===== config.mk =====
export PLATFORM = sky130hd
export DESIGN_NAME = burst_col_gen
export DESIGN_NICKNAME = d
export VERILOG_FILES = /design/src/rtl/burst_pkg.sv /design/src/rtl/burst_beat_ctrl.sv /design/src/rtl/burst_ofs_unit.sv /design/src/rtl/burst_col_merge.sv /design/src/rtl/burst_col_gen.sv
export SDC_FILE = /design/constraint.sdc
export NUM_CORES = 1
export LEC_CHECK = 0
export ABC_AREA = 0
export BUFFER_PORTS_ARGS = -buffer_cell sky130_fd_sc_hd__buf_2
export CAP_MARGIN = 15
export CORE_MARGIN = 1
export CORE_UTILIZATION = 50
export DETAILED_ROUTE_END_ITERATION = 8
export PLACE_DENSITY = 0.77
export REMOVE_ABC_BUFFERS = 1
export SETUP_SLACK_MARGIN = 0.2
export SLEW_MARGIN = 20
export SYNTH_ARGS = -nofsm -noshare
export SYNTH_HDL_FRONTEND = slang
export SYNTH_SLANG_ARGS = --single-unit

===== constraint.sdc =====
create_clock -name clk -period 3 [get_ports clk]
set_clock_uncertainty 0.15 [all_clocks]
set_input_delay 0.45 -clock clk [delete_from_list [all_inputs] [get_ports clk]]
set_output_delay 0.45 -clock clk [all_outputs]
set_load 0.05 [all_outputs]

===== src/rtl/burst_pkg.sv =====
package burst_pkg;

    localparam int OFS_W  = 3;
    localparam int CODE_W = 2;

    typedef logic [OFS_W-1:0]  ofs_t;
    typedef logic [CODE_W-1:0] code_t;

    typedef enum logic {
        ORD_SEQ = 1'b0,
        ORD_ILV = 1'b1
    } order_e;

    typedef struct packed {
        ofs_t   start_ofs;
        ofs_t   mask;
        order_e ord;
    } burst_cfg_t;

    // mask of the in-burst index bits for a length code
    function automatic ofs_t code_to_mask(code_t c);
        ofs_t m;
        m = '0;
        for (int i = 0; i < OFS_W; i++) begin
            if (i < int'(c)) m[i] = 1'b1;
        end
        return m;
    endfunction

    function automatic logic code_valid(code_t c);
        return (c != '0) && (int'(c) <= OFS_W);
    endfunction

endpackage


===== src/rtl/burst_beat_ctrl.sv =====
module burst_beat_ctrl
    import burst_pkg::*;
(
    input  logic       clk,
    input  logic       rst,
    input  logic       start_i,
    input  code_t      code_i,
    input  order_e     ord_i,
    input  ofs_t       start_ofs_i,
    output logic       accept_o,
    output logic       active_o,
    output logic       last_o,
    output ofs_t       beat_o,
    output burst_cfg_t cfg_o
);

    logic       active_q;
    ofs_t       beat_q;
    burst_cfg_t cfg_q;
    logic       at_end;

    assign at_end   = active_q && (beat_q == cfg_q.mask);
    assign accept_o = start_i && code_valid(code_i) && (!active_q || at_end);

    always_ff @(posedge clk) begin
        if (rst) begin
            active_q <= 1'b0;
            beat_q   <= '0;
            cfg_q    <= '{start_ofs: '0, mask: '0, ord: ORD_SEQ};
        end else if (accept_o) begin
            active_q <= 1'b1;
            beat_q   <= '0;
            cfg_q    <= '{start_ofs: start_ofs_i,
                          mask:      code_to_mask(code_i),
                          ord:       ord_i};
        end else if (at_end) begin
            active_q <= 1'b0;
            beat_q   <= '0;
        end else if (active_q) begin
            beat_q   <= beat_q + 1'b1;
        end
    end

    assign active_o = active_q;
    assign last_o   = at_end;
    assign beat_o   = beat_q;
    assign cfg_o    = cfg_q;

endmodule


===== src/rtl/burst_ofs_unit.sv =====
module burst_ofs_unit
    import burst_pkg::*;
(
    input  burst_cfg_t cfg_i,
    input  ofs_t       beat_i,
    output ofs_t       ofs_o
);

    ofs_t wrap_ofs;
    ofs_t xor_ofs;
    ofs_t pick;

    always_comb begin
        wrap_ofs = cfg_i.start_ofs + beat_i;
        xor_ofs  = cfg_i.start_ofs ^ beat_i;
        pick     = (cfg_i.ord == ORD_ILV) ? xor_ofs : wrap_ofs;
        ofs_o    = pick & cfg_i.mask;
    end

endmodule


===== src/rtl/burst_col_merge.sv =====
module burst_col_merge
    import burst_pkg::*;
#(
    parameter int COL_W = 12
) (
    input  logic [COL_W-1:0] base_i,
    input  ofs_t             ofs_i,
    input  ofs_t             mask_i,
    output logic [COL_W-1:0] col_o
);

    for (genvar i = 0; i < COL_W; i++) begin : g_bit
        if (i < OFS_W) begin : g_low
            assign col_o[i] = mask_i[i] ? ofs_i[i] : base_i[i];
        end else begin : g_high
            assign col_o[i] = base_i[i];
        end
    end

endmodule


===== src/rtl/burst_col_gen.sv =====
module burst_col_gen
    import burst_pkg::*;
#(
    parameter int COL_W = 12
) (
    input  logic              clk,
    input  logic              rst,
    input  logic              start_i,
    input  logic [COL_W-1:0]  col_i,
    input  logic [CODE_W-1:0] blen_i,
    input  logic              btype_i,
    output logic [COL_W-1:0]  col_o,
    output logic              valid_o,
    output logic              last_o
);

    logic             accept;
    logic [COL_W-1:0] base_q;
    ofs_t             beat;
    ofs_t             ofs;
    burst_cfg_t       cfg;

    always_ff @(posedge clk) begin
        if (rst)         base_q <= '0;
        else if (accept) base_q <= col_i;
    end

    burst_beat_ctrl u_ctrl (
        .clk         (clk),
        .rst         (rst),
        .start_i     (start_i),
        .code_i      (blen_i),
        .ord_i       (order_e'(btype_i)),
        .start_ofs_i (col_i[OFS_W-1:0]),
        .accept_o    (accept),
        .active_o    (valid_o),
        .last_o      (last_o),
        .beat_o      (beat),
        .cfg_o       (cfg)
    );

    burst_ofs_unit u_ofs (
        .cfg_i  (cfg),
        .beat_i (beat),
        .ofs_o  (ofs)
    );

    burst_col_merge #(.COL_W(COL_W)) u_merge (
        .base_i (base_q),
        .ofs_i  (ofs),
        .mask_i (cfg.mask),
        .col_o  (col_o)
    );

endmodule


---- Yosys cells after proc, flatten, opt, wreduce, memory -nomap -nowiden ----
Cells that the tools add are included.
Widths: inputs -> output; s select.
operators by class
  add/sub/neg operators ................... 2
  order comparisons ....................... 3
  equal/unequal tests ..................... 1
  muxes and demuxes ....................... 9
  bitwise gates (word level) .............. 2
  reduce and logical (&&, ||, !) cells .... 8
operators with widths
  operator             number
  $mux 1               8
  $lt 1x2->1 const A   2
  $reduce_bool 2->1    2
  $add 3x1->3 const B  1
  $add 3x3->3          1
  $and 3x3->3          1
  $eq 3x3->1           1
  $logic_and 1x1->1    3
  $mux 3               1
  $reduce_or 3->1      1
  $xor 3x3->3          1
  $lt 2x2->1 const A   1
  $logic_not 1->1      1
  $logic_or 1x1->1     1
word-level totals
  register bits after elaboration ......... 23

---- Depth between registers and ports, before layout ----
Gate-level depths: netlist of run 1.
  word-level depth ........................ 5
  mapped depth ............................ 7

---- Cells and area by module ----
A second synthesis of run 1 with hierarchy kept.
unflattened totals
  cell total of the unflattened synthesis .. 120
  area total of the unflattened synthesis .. 1,168.6 um^2
by module, submodules not included
  module           times used  cells each  area each (um^2)  seq. area each (um^2)
  burst_beat_ctrl  1           56          523.0             220.2
  burst_col_gen    1           38          420.4             240.2
  burst_col_merge  1           12          112.6             0.0
  burst_ofs_unit   1           14          112.6             0.0

---- Worst setup path before layout of run 1 ----
OpenSTA, ideal clock, no wires.
  kind .................................... flip-flop to output port
  start point ............................. register u_ctrl.beat_q[0], in the netlist u_ctrl.beat_o[0]
  end point ............................... output port col_o[2]
  arrival time ............................ 2,061 ps
  data required time ...................... 2,400 ps
  setup slack ............................. 339 ps
  cell stages (with the launch flop) ...... 8
  path through ............................ dfxtp_1 -> ha_1 -> inv_1 -> fa_1 -> nor2_1 -> xor2_1 -> nand2_1 -> xnor2_1
on the way
  cells in the longest elaborated chain, start to end .. 4
ends and longest elaborated chain
  element                 RTL line               source
  start, declared         burst_beat_ctrl.sv:18  ofs_t beat_q;
  start signal, assigned  burst_beat_ctrl.sv:40  beat_q <= beat_q + 1'b1;
  $add 3x3->3             burst_ofs_unit.sv:14   wrap_ofs = cfg_i.start_ofs + beat_i;
  $mux 3                  burst_ofs_unit.sv:16   pick = (cfg_i.ord == ORD_ILV) ? xor_ofs : wrap_ofs;
  $and 3x3->3             burst_ofs_unit.sv:17   ofs_o = pick & cfg_i.mask;
  $mux 1                  burst_col_merge.sv:14  assign col_o[i] = mask_i[i] ? ofs_i[i] : base_i[i];
  end, declared           burst_col_gen.sv:12    output logic [COL_W-1:0] col_o,
Every way passes these cells.

---- Worst setup path after layout of run 1 ----
Ends and elaborated chain as after synthesis.

==> flow_summary_export.csv, run 1 <==
group,metric,value,unit
status,status,"finished, final reports clean",
worst_setup_path,path_class,"flop to primary output",
yosys,synthArstFlopShare,0,%
drt,postRouteAntennaNets,0,
worst_setup_path,endpoint_kind,"primary output",
timing,finalHoldViolCount,0,
global_route,grt_pass1_wl,3.71,mm
yosys,netlist.area_leader.share,36.4,%
timing,tns,0,ns
placement,dp_hpwl,1.50,mm
global_route,grt.total_usage,19.9,%
worst_setup_path,reg2reg_from,"u_ctrl.beat_o[2]",
drt,m1WireLength,932,um
die,die_area,2390,sq um
timing,timing.final.crit_share,85.7,%
drt,dr_total_vias,900,
global_route,grt_max_degree,21,
clocking,postCtsSetupBuffers,0,
min_path,worstHoldPathCells,3,
die,die_y,48.9,um
timing,slew_headroom,44.2,%
clocking,cts_sinks,20,
clocking,cts_buffers,3,
yosys,synth_seq_cells,20,
power,clockPowerShare,33.4,%
drt,dr_wl_met3,137,um
drt,drc,0,
clocking,cts-root-buf,"clkbuf_4",
yosys,syn_avg_cell_area,9.08,sq um
global_route,grt_overflow,0,
timing,rsz0062_at_grt,"no",
worst_setup_path,crit_arrival,1.97,ns
power,vdd_ir_drop_max,0.000376,V
power,pwr_density_cell,546,nW/um^2
power,seqPwrFrac,44.2,%
clocking,clock_path_buffers,2,
drt,viasPerCell,5.39,
power,p_comb_share,22.4,%
worst_setup_path,required,2.40,ns
yosys,synthFlopType,"dfxtp_1",
worst_setup_path,startpoint,"u_ctrl.beat_o[0]",
cells_and_area,final_nets,163,
cells_and_area,antenna_cells,0,
drt,firstDrtPassIters,4,
yosys,synthCells,121,
yosys,synth_edf_count,0,
min_path,worstHoldPathType,"primary input to flop",
cells_and_area,nFillCells,196,
clocking,htree_levels,1,
cells_and_area,final_layout_size_suffix_gt1_share,40.7,%
die,coreArea,2020,sq um
die,ios,32,
global_route,grt_antenna_before_repair,0,
die,die_x,48.9,um
timing,setup_viol,0,
cells_and_area,fin_util,60.3,%
worst_setup_path,cp_max_fo,5,
job,max_cap_viol_count,0,
drt,wl_met2,1.09,mm
placement,gp_congestion,0.789,
clocking,postCtsHoldBufs,0,
clocking,clk_pin_slew,0.12,ns
power,p_sw,205,uW
worst_setup_path,reg2reg_to,"u_ctrl.cfg_o[3]",
yosys,synthTopCellsByArea,"dfxtp_1 36%, a21oi_2 8.0%, nand3_2 7.3%",
drt,wl_per_cell,13.2,um
clocking,cts_tree,"built",
yosys,yosys.cell_count.top_type,"dfxtp_1",
power,power.leakage,0.504,nW
clocking,clk_latency,0.31,ns
timing,fmax,389,MHz
cells_and_area,regArea,402,sq um
yosys,yosys-top-cells-count,"20 x dfxtp_1, 12 x nand3_1, 10 x a21oi_1, 10 x a21oi_2, 10 x o21ai_1",
die,row_count,16,
cells_and_area,multiInputGateArea,547,sq um
power,cellInternalPower,460,uW
drt,wirelength,2.20,mm
worst_setup_path,cp-start-kind,"flop",
power,switching_share,30.9,%
timing,layout_min_cycle_time,2.57,ns
die,start_util,54.3,%
yosys,ys.warnings.count,0,
min_path,holdPathEnd,"base_q[8]",
worst_setup_path,reg2reg_depth,4,
yosys,synth_seq_area_share,36.4,%
cells_and_area,area_delta_synth_final,10.9,%
timing,worstMarginPinSlew,0.837,ns
placement,port_buffers,31,
yosys,synth_cell_types,24,
timing,finalMaxSlewViolations,0,
drt,top_layer,"met4",
global_route,first_global_vias,898,
drt,drt_iter0_drc,11,
yosys,netlist_area,1100,sq um
worst_setup_path,rrSetupSlack,1.02,ns
yosys,synth_top_cell_by_area,"dfxtp_1",
min_path,hold_start,"col_i[8]",
[routing by layer]
layer  vias up  global-route usage, %
met5         -                      0
met4         0                   8.82
met3         5                   4.36
met2        35                   36.1
met1       411                   22.0
li1        449                      -
[kinds of logic after synthesis]
group	share of synthesized area, %
compound gates	22.7
xor+xnor	4.78
fa+ha+maj	5.24
buf+inv	13.8
flops	36.4
mux	1.02
simple gates	16.1
[area by class of cell]
type                            instances  area share [%]
Tap cell                               27            2.77
Multi-Input combinational cell         79            44.9
Sequential cell                        20            33.0
Timing Repair Buffer                   32            13.6
Clock buffer                            3            1.85
Clock inverter                          1            2.46
Inverter                                5            1.54
[state kept, by name (all words and copies together) (netlist names)]
| name | cells |
|---|---|
| base_q | 12 |
| u_ctrl.active_o | 1 |
| u_ctrl.beat_o | 3 |
| u_ctrl.cfg_o | 4 |
[cells in the final DEF (no fill, tap or decap), drive strengths merged]
cell and instances:
buf 31, nand4 1, xor2 2, nand2 3, a31o 1, xnor2 4, mux2 1, ha 3
bufinv 1, a31oi 1, inv 5, o21ai 18, nor2 3, a21oi 20, clkbuf 4, fa 1
nand3b 1, dfxtp 20, nand3 20
[per-stage QoR]
| stage | std cells | area (sq um) | worst slack, ns | hold WS, ns | total power, mW |
|---|---|---|---|---|---|
| 2_1_floorplan | 104 | 966 | 0.339 | 0.312 | 0.402 |
| 3_3_place_gp | 163 | 1160 | 0.717 | 0.310 | 0.443 |
| 3_5_place_dp | 163 | 1160 | 0.682 | 0.318 | 0.447 |
| 4_1_cts | 167 | 1210 | 0.324 | 0.209 | 0.667 |
| 5_1_grt | 167 | 1220 | 0.263 | 0.205 | 0.695 |
| 6_report | 167 | 1220 | 0.428 | 0.210 | 0.665 |
[power groups by stage]
stage                     Combinational (mW)  Clock, mW  Sequential [mW]
after floorplan                       0.0738          0            0.328
after global placement                 0.145          0            0.298
after detailed placement               0.148          0            0.300
after CTS                              0.148      0.225            0.294
after global routing                   0.160      0.239            0.296
final                                  0.149      0.222            0.294
[how the worst max path moves through the flow]
stage	depth (start not counted)	endpoint	slack (ns)
final	8	col_o[2]	0.43
after global routing	8	col_o[2]	0.26
after CTS	8	col_o[2]	0.32
after detailed placement	8	col_o[2]	0.68
after global placement	8	col_o[2]	0.72
after floorplan	7	col_o[2]	0.34
[critical path, cell delays in order, from the launching register on]
cell      delay (ns)
dfxtp_2         0.39
ha_1            0.15
inv_1           0.05
fa_1            0.35
nor2_1          0.12
xor2_1          0.15
nand2_1         0.08
xnor2_1         0.13
clkbuf_4        0.25
[what timing repair did]
action / CTS / global route
endpoints found under the setup margin: 0 / 1
resized for setup: 0 / 2
endpoints found under the hold margin: 0 / 0
Power figures use the tool's default switching activity.
==> run 2, diff against run 1 <==
--- a/config.mk
+++ b/config.mk
@@ -9,9 +9,9 @@
 export BUFFER_PORTS_ARGS = -buffer_cell sky130_fd_sc_hd__buf_2
 export CAP_MARGIN = 15
 export CORE_MARGIN = 1
-export CORE_UTILIZATION = 50
+export CORE_UTILIZATION = 54
 export DETAILED_ROUTE_END_ITERATION = 8
-export PLACE_DENSITY = 0.77
+export PLACE_DENSITY = 0.83
 export REMOVE_ABC_BUFFERS = 1
 export SETUP_SLACK_MARGIN = 0.2
 export SLEW_MARGIN = 20
==> flow_summary_export.csv, run 2 (synthesis results as in run 1) <==
group,metric,value,unit
drt,drt_iter0_drc,8,
timing,slew_headroom,44.0,%
global_route,grt_pass1_wl,3.57,mm
cells_and_area,finalNonFillerCells,164,
global_route,grt_antenna_before_repair,0,
cells_and_area,final_common_cell,"buf_2",
die,die_area,2220,sq um
power,vdd_ir_drop_max,0.000350,V
drt,wl_per_cell,12.9,um
cells_and_area,area_delta_synth_final,7.97,%
power,p_sw,194,uW
placement,placedCellCount,161,
power,seqPwrFrac,51.9,%
global_route,grt_max_degree,21,
global_route,grt.total_usage,23.1,%
timing,setup_viol,0,
power,switching_share,34.3,%
placement,gp_congestion,0.835,
placement,port_buffers,31,
worst_setup_path,endpoint_kind,"primary output",
clocking,htree_levels,1,
cells_and_area,largest_reg_flops,12,
power,power.leakage,0.490,nW
drt,viasPerCell,5.47,
clocking,cts_sinks,20,
clocking,postCtsHoldBufs,0,
timing,tns,0,ns
status,status,"finished, final reports clean",
die,die_y,47.1,um
die,start_util,60.3,%
timing,layout_min_cycle_time,2.57,ns
worst_setup_path,cp_max_fo,5,
timing,rsz0062_at_grt,"no",
cells_and_area,finish.instance_area,1190,sq um
cells_and_area,final_nets,163,
drt,drc,0,
power,p_comb_share,26.1,%
worst_setup_path,path_class,"flop to primary output",
die,ios,32,
drt,dr_total_vias,897,
job,max_cap_viol_count,0,
global_route,grt_overflow,0,
worst_setup_path,required,2.40,ns
die,coreArea,1820,sq um
clocking,clk_pin_slew,0.10,ns
timing,finalHoldViolCount,0,
placement,dp_hpwl,1.47,mm
timing,worstMarginPinSlew,0.840,ns
cells_and_area,largest-register,"base_q",
global_route,first_global_vias,868,
clocking,cts-root-buf,"clkbuf_4",
worst_setup_path,crit_arrival,1.97,ns
clocking,cts_tree,"built",
cells_and_area,final_cell_mix,"30 x buf_2, 19 x dfxtp_1, 12 x nand3_1, 11 x o21ai_1",
clocking,postCtsSetupBuffers,0,
power,clockPowerShare,22.0,%
timing,whs,0.232,ns
min_path,worstHoldPathType,"primary input to flop",
timing,finalMaxSlewViolations,0,
die,die_x,47.1,um
power,cellInternalPower,371,uW
cells_and_area,final_layout_size_suffix_gt1_share,40.3,%
power,pwr_density_cell,477,nW/um^2
timing,timing.final.crit_share,85.7,%
clocking,clk_latency,0.29,ns
drt,firstDrtPassIters,4,
power,power.total,566,uW
cells_and_area,antenna_cells,0,
clocking,cts_buffers,3,
drt,wirelength,2.11,mm
clocking,clock_path_buffers,2,
drt,postRouteAntennaNets,0,
worst_setup_path,cp-start-kind,"flop",
die,row_count,15,
placement,placed_area,1160,sq um
timing,fmax,389,MHz
-- run 2: critical path, stage by stage (launching register included) --
cell and delay [ns]:
dfxtp_2 0.39, ha_1 0.15, inv_1 0.05, fa_1 0.36, nor2_1 0.12, xor2_1 0.15, nand2_1 0.08, xnor2_1 0.13
clkbuf_4 0.25
-- run 2: what timing repair did --
action,CTS,global route
resized for setup,0,2
endpoints found under the setup margin,0,1
endpoints found under the hold margin,0,0
-- run 2: final timing paths --
kind | from | endpoint | slack [ns] | depth (start not counted)
max | u_ctrl.beat_o[0] | col_o[2] | 0.43 | 8
min | col_i[2] | base_q[2] | 0.23 | 3
max reg2reg | u_ctrl.beat_o[2] | u_ctrl.cfg_o[3] | 1.03 | 4
min reg2reg | base_q[11] | base_q[11] | 0.33 | 2
-- run 2: final cells by class --
class,instances,area (sq um)
Timing Repair Buffer,32,165
Fill cell,166,634
Inverter,5,18.8
Sequential cell,20,402
Multi-Input combinational cell,79,547
Clock buffer,3,22.5
Tap cell,25,31.3
-- run 2: power by group through the flow --
stage                     combinational, mW  sequential [mW]  clock [mW]
after floorplan                      0.0738            0.328           0
after global placement                0.144            0.298           0
after detailed placement              0.148            0.299           0
after CTS                             0.148            0.293       0.126
after global routing                  0.160            0.296       0.138
final                                 0.148            0.294       0.124
-- run 2: metal layers --
metal  GRT usage [%]  wire length [um]  up-vias
met5               0                 0        -
met4            13.7                37        0
met3            3.85               110        4
met2            38.6              1030       32
met1            27.7               932      412
li1                -                 -      449
-- run 2: stage by stage --
step                util, %  setup WS [ns]
floorplan                 -          0.339
global placement       63.7          0.714
detailed placement     63.7          0.684
CTS                    64.9          0.333
global route           65.2          0.259
finish                 65.2          0.428
==> run 3, diff against run 2 <==
--- a/config.mk
+++ b/config.mk
@@ -8,10 +8,12 @@
 export ABC_AREA = 0
 export BUFFER_PORTS_ARGS = -buffer_cell sky130_fd_sc_hd__buf_2
 export CAP_MARGIN = 15
+export CORE_ASPECT_RATIO = 1.75
 export CORE_MARGIN = 1
-export CORE_UTILIZATION = 54
+export CORE_UTILIZATION = 25
+export CTS_CLUSTER_SIZE = 16
 export DETAILED_ROUTE_END_ITERATION = 8
-export PLACE_DENSITY = 0.83
+export PLACE_DENSITY = 0.44
 export REMOVE_ABC_BUFFERS = 1
 export SETUP_SLACK_MARGIN = 0.2
 export SLEW_MARGIN = 20
==> flow_summary_export.csv, run 3 (synthesis results as in run 1) <==
group,metric,value,unit
status,status,"finished, final reports clean",
clocking,cts_tree,"built",
cells_and_area,multiInputGateArea,547,sq um
worst_setup_path,cp_max_fo,5,
drt,dr_total_vias,906,
timing,fmax,386,MHz
cells_and_area,nFillCells,467,
job,max_cap_viol_count,0,
cells_and_area,antenna_cells,0,
placement,gp_congestion,0.722,
die,die_area,4670,sq um
drt,postRouteAntennaNets,0,
placement,dpl_worst_slack,0.670,ns
die,die_y,89.7,um
placement,port_buffers,31,
power,pwr_density_cell,524,nW/um^2
drt,drc,0,
power,power.leakage,0.509,nW
clocking,ctsResizeCount,0,
cells_and_area,area_delta_synth_final,14.0,%
worst_setup_path,rrSetupSlack,1.12,ns
clocking,cts_sinks,20,
clocking,clock_path_buffers,2,
placement,placedCellCount,186,
cells_and_area,final_nets,164,
worst_setup_path,path_class,"flop to primary output",
worst_setup_path,required,2.40,ns
cells_and_area,final_cell_mix,"31 x buf_2, 20 x dfxtp_1, 12 x nand3_1, 11 x o21ai_1",
worst_setup_path,endpoint_kind,"primary output",
die,die_x,52.1,um
drt,viasPerCell,4.77,
timing,finalMaxSlewViolations,0,
timing,setup_viol,0,
placement,dp_hpwl,1.84,mm
clocking,clk_pin_slew,0.08,ns
timing,rsz0062_at_grt,"no",
cells_and_area,regArea,400,sq um
clocking,cts-root-buf,"clkbuf_8",
drt,wl_per_cell,13.7,um
timing,timing.final.crit_share,86.4,%
power,power.total,656,uW
global_route,grt_overflow,0,
global_route,grt_pass1_wl,4.10,mm
die,ios,32,
cells_and_area,final_common_cell,"buf_2",
clocking,postCtsSetupBuffers,0,
min_path,worstHoldPathType,"primary input to flop",
worst_setup_path,cp-start-kind,"flop",
die,coreArea,4190,sq um
cells_and_area,largest_reg_flops,12,
global_route,grt_max_degree,21,
clocking,htree_levels,1,
clocking,clk_latency,0.26,ns
cells_and_area,finalNonFillerCells,190,
placement,placed_area,1200,sq um
die,start_util,26.2,%
power,vdd_ir_drop_max,0.000262,V
global_route,grt_antenna_before_repair,0,
timing,tns,0,ns
timing,whs,0.269,ns
worst_setup_path,crit_arrival,1.99,ns
cells_and_area,fin_util,29.9,%
global_route,first_global_vias,911,
cells_and_area,final_layout_size_suffix_gt1_share,40.4,%
die,row_count,31,
timing,slew_headroom,43.0,%
cells_and_area,finish.instance_area,1250,sq um
min_path,worstHoldPathCells,3,
timing,finalHoldViolCount,0,
clocking,postCtsHoldBufs,0,
worst_setup_path,reg2reg_depth,5,
timing,layout_min_cycle_time,2.59,ns
drt,firstDrtPassIters,3,
clocking,cts_buffers,3,
cells_and_area,largest-register,"base_q",
timing,setup_slack,0.407,ns
drt,drt_iter0_drc,19,
drt,wirelength,2.60,mm
global_route,grt.total_usage,12.3,%
timing,worstMarginPinSlew,0.852,ns
run 3: cell types whose count changed in the layout (fill, tap and decap cells not counted):
cell and change:
buf_2 +1, buf_4 +1, clkbuf_4 -4, clkbuf_8 +4
dfxtp_1 +1, dfxtp_2 -1
run 3: critical path, stage by stage (launching register included):
cell	delay, ns
dfxtp_1	0.42
ha_1	0.17
inv_1	0.05
fa_1	0.35
nor2_1	0.12
xor2_1	0.15
nand2_1	0.08
xnor2_1	0.12
buf_2	0.28
run 3: layout make-up:
type,instances,area share [%]
clock buffer,4,4.40
inverter,5,1.50
multi-input combinational,79,43.7
sequential,20,32.0
tap,49,4.90
timing repair buffer,33,13.6
run 3: where the power goes:
group / switching (mW) / total [mW] / internal, mW / leakage, nW
clock: 0.0943 / 0.211 / 0.117 / 0.0288
combinational: 0.107 / 0.151 / 0.0438 / 0.317
sequential: 0.0123 / 0.294 / 0.281 / 0.164
run 3: metal layers:
layer	share of wire (%)	track usage [%]	up-vias	wire (um)
met2	53	23.2	21	1380
met4	1.9	5.90	0	49
met3	3.2	1.52	5	82
met5	0	0	-	0
li1	-	-	450	-
met1	42	12.9	430	1080
run 3: path summary, 6_finish.rpt:
kind	from	to
worst max-delay path	u_ctrl.beat_o[0]	col_o[2]
worst min-delay path	col_i[8]	base_q[8]
worst max register to register	u_ctrl.beat_o[2]	base_q[0]
worst min register to register	base_q[9]	base_q[9]
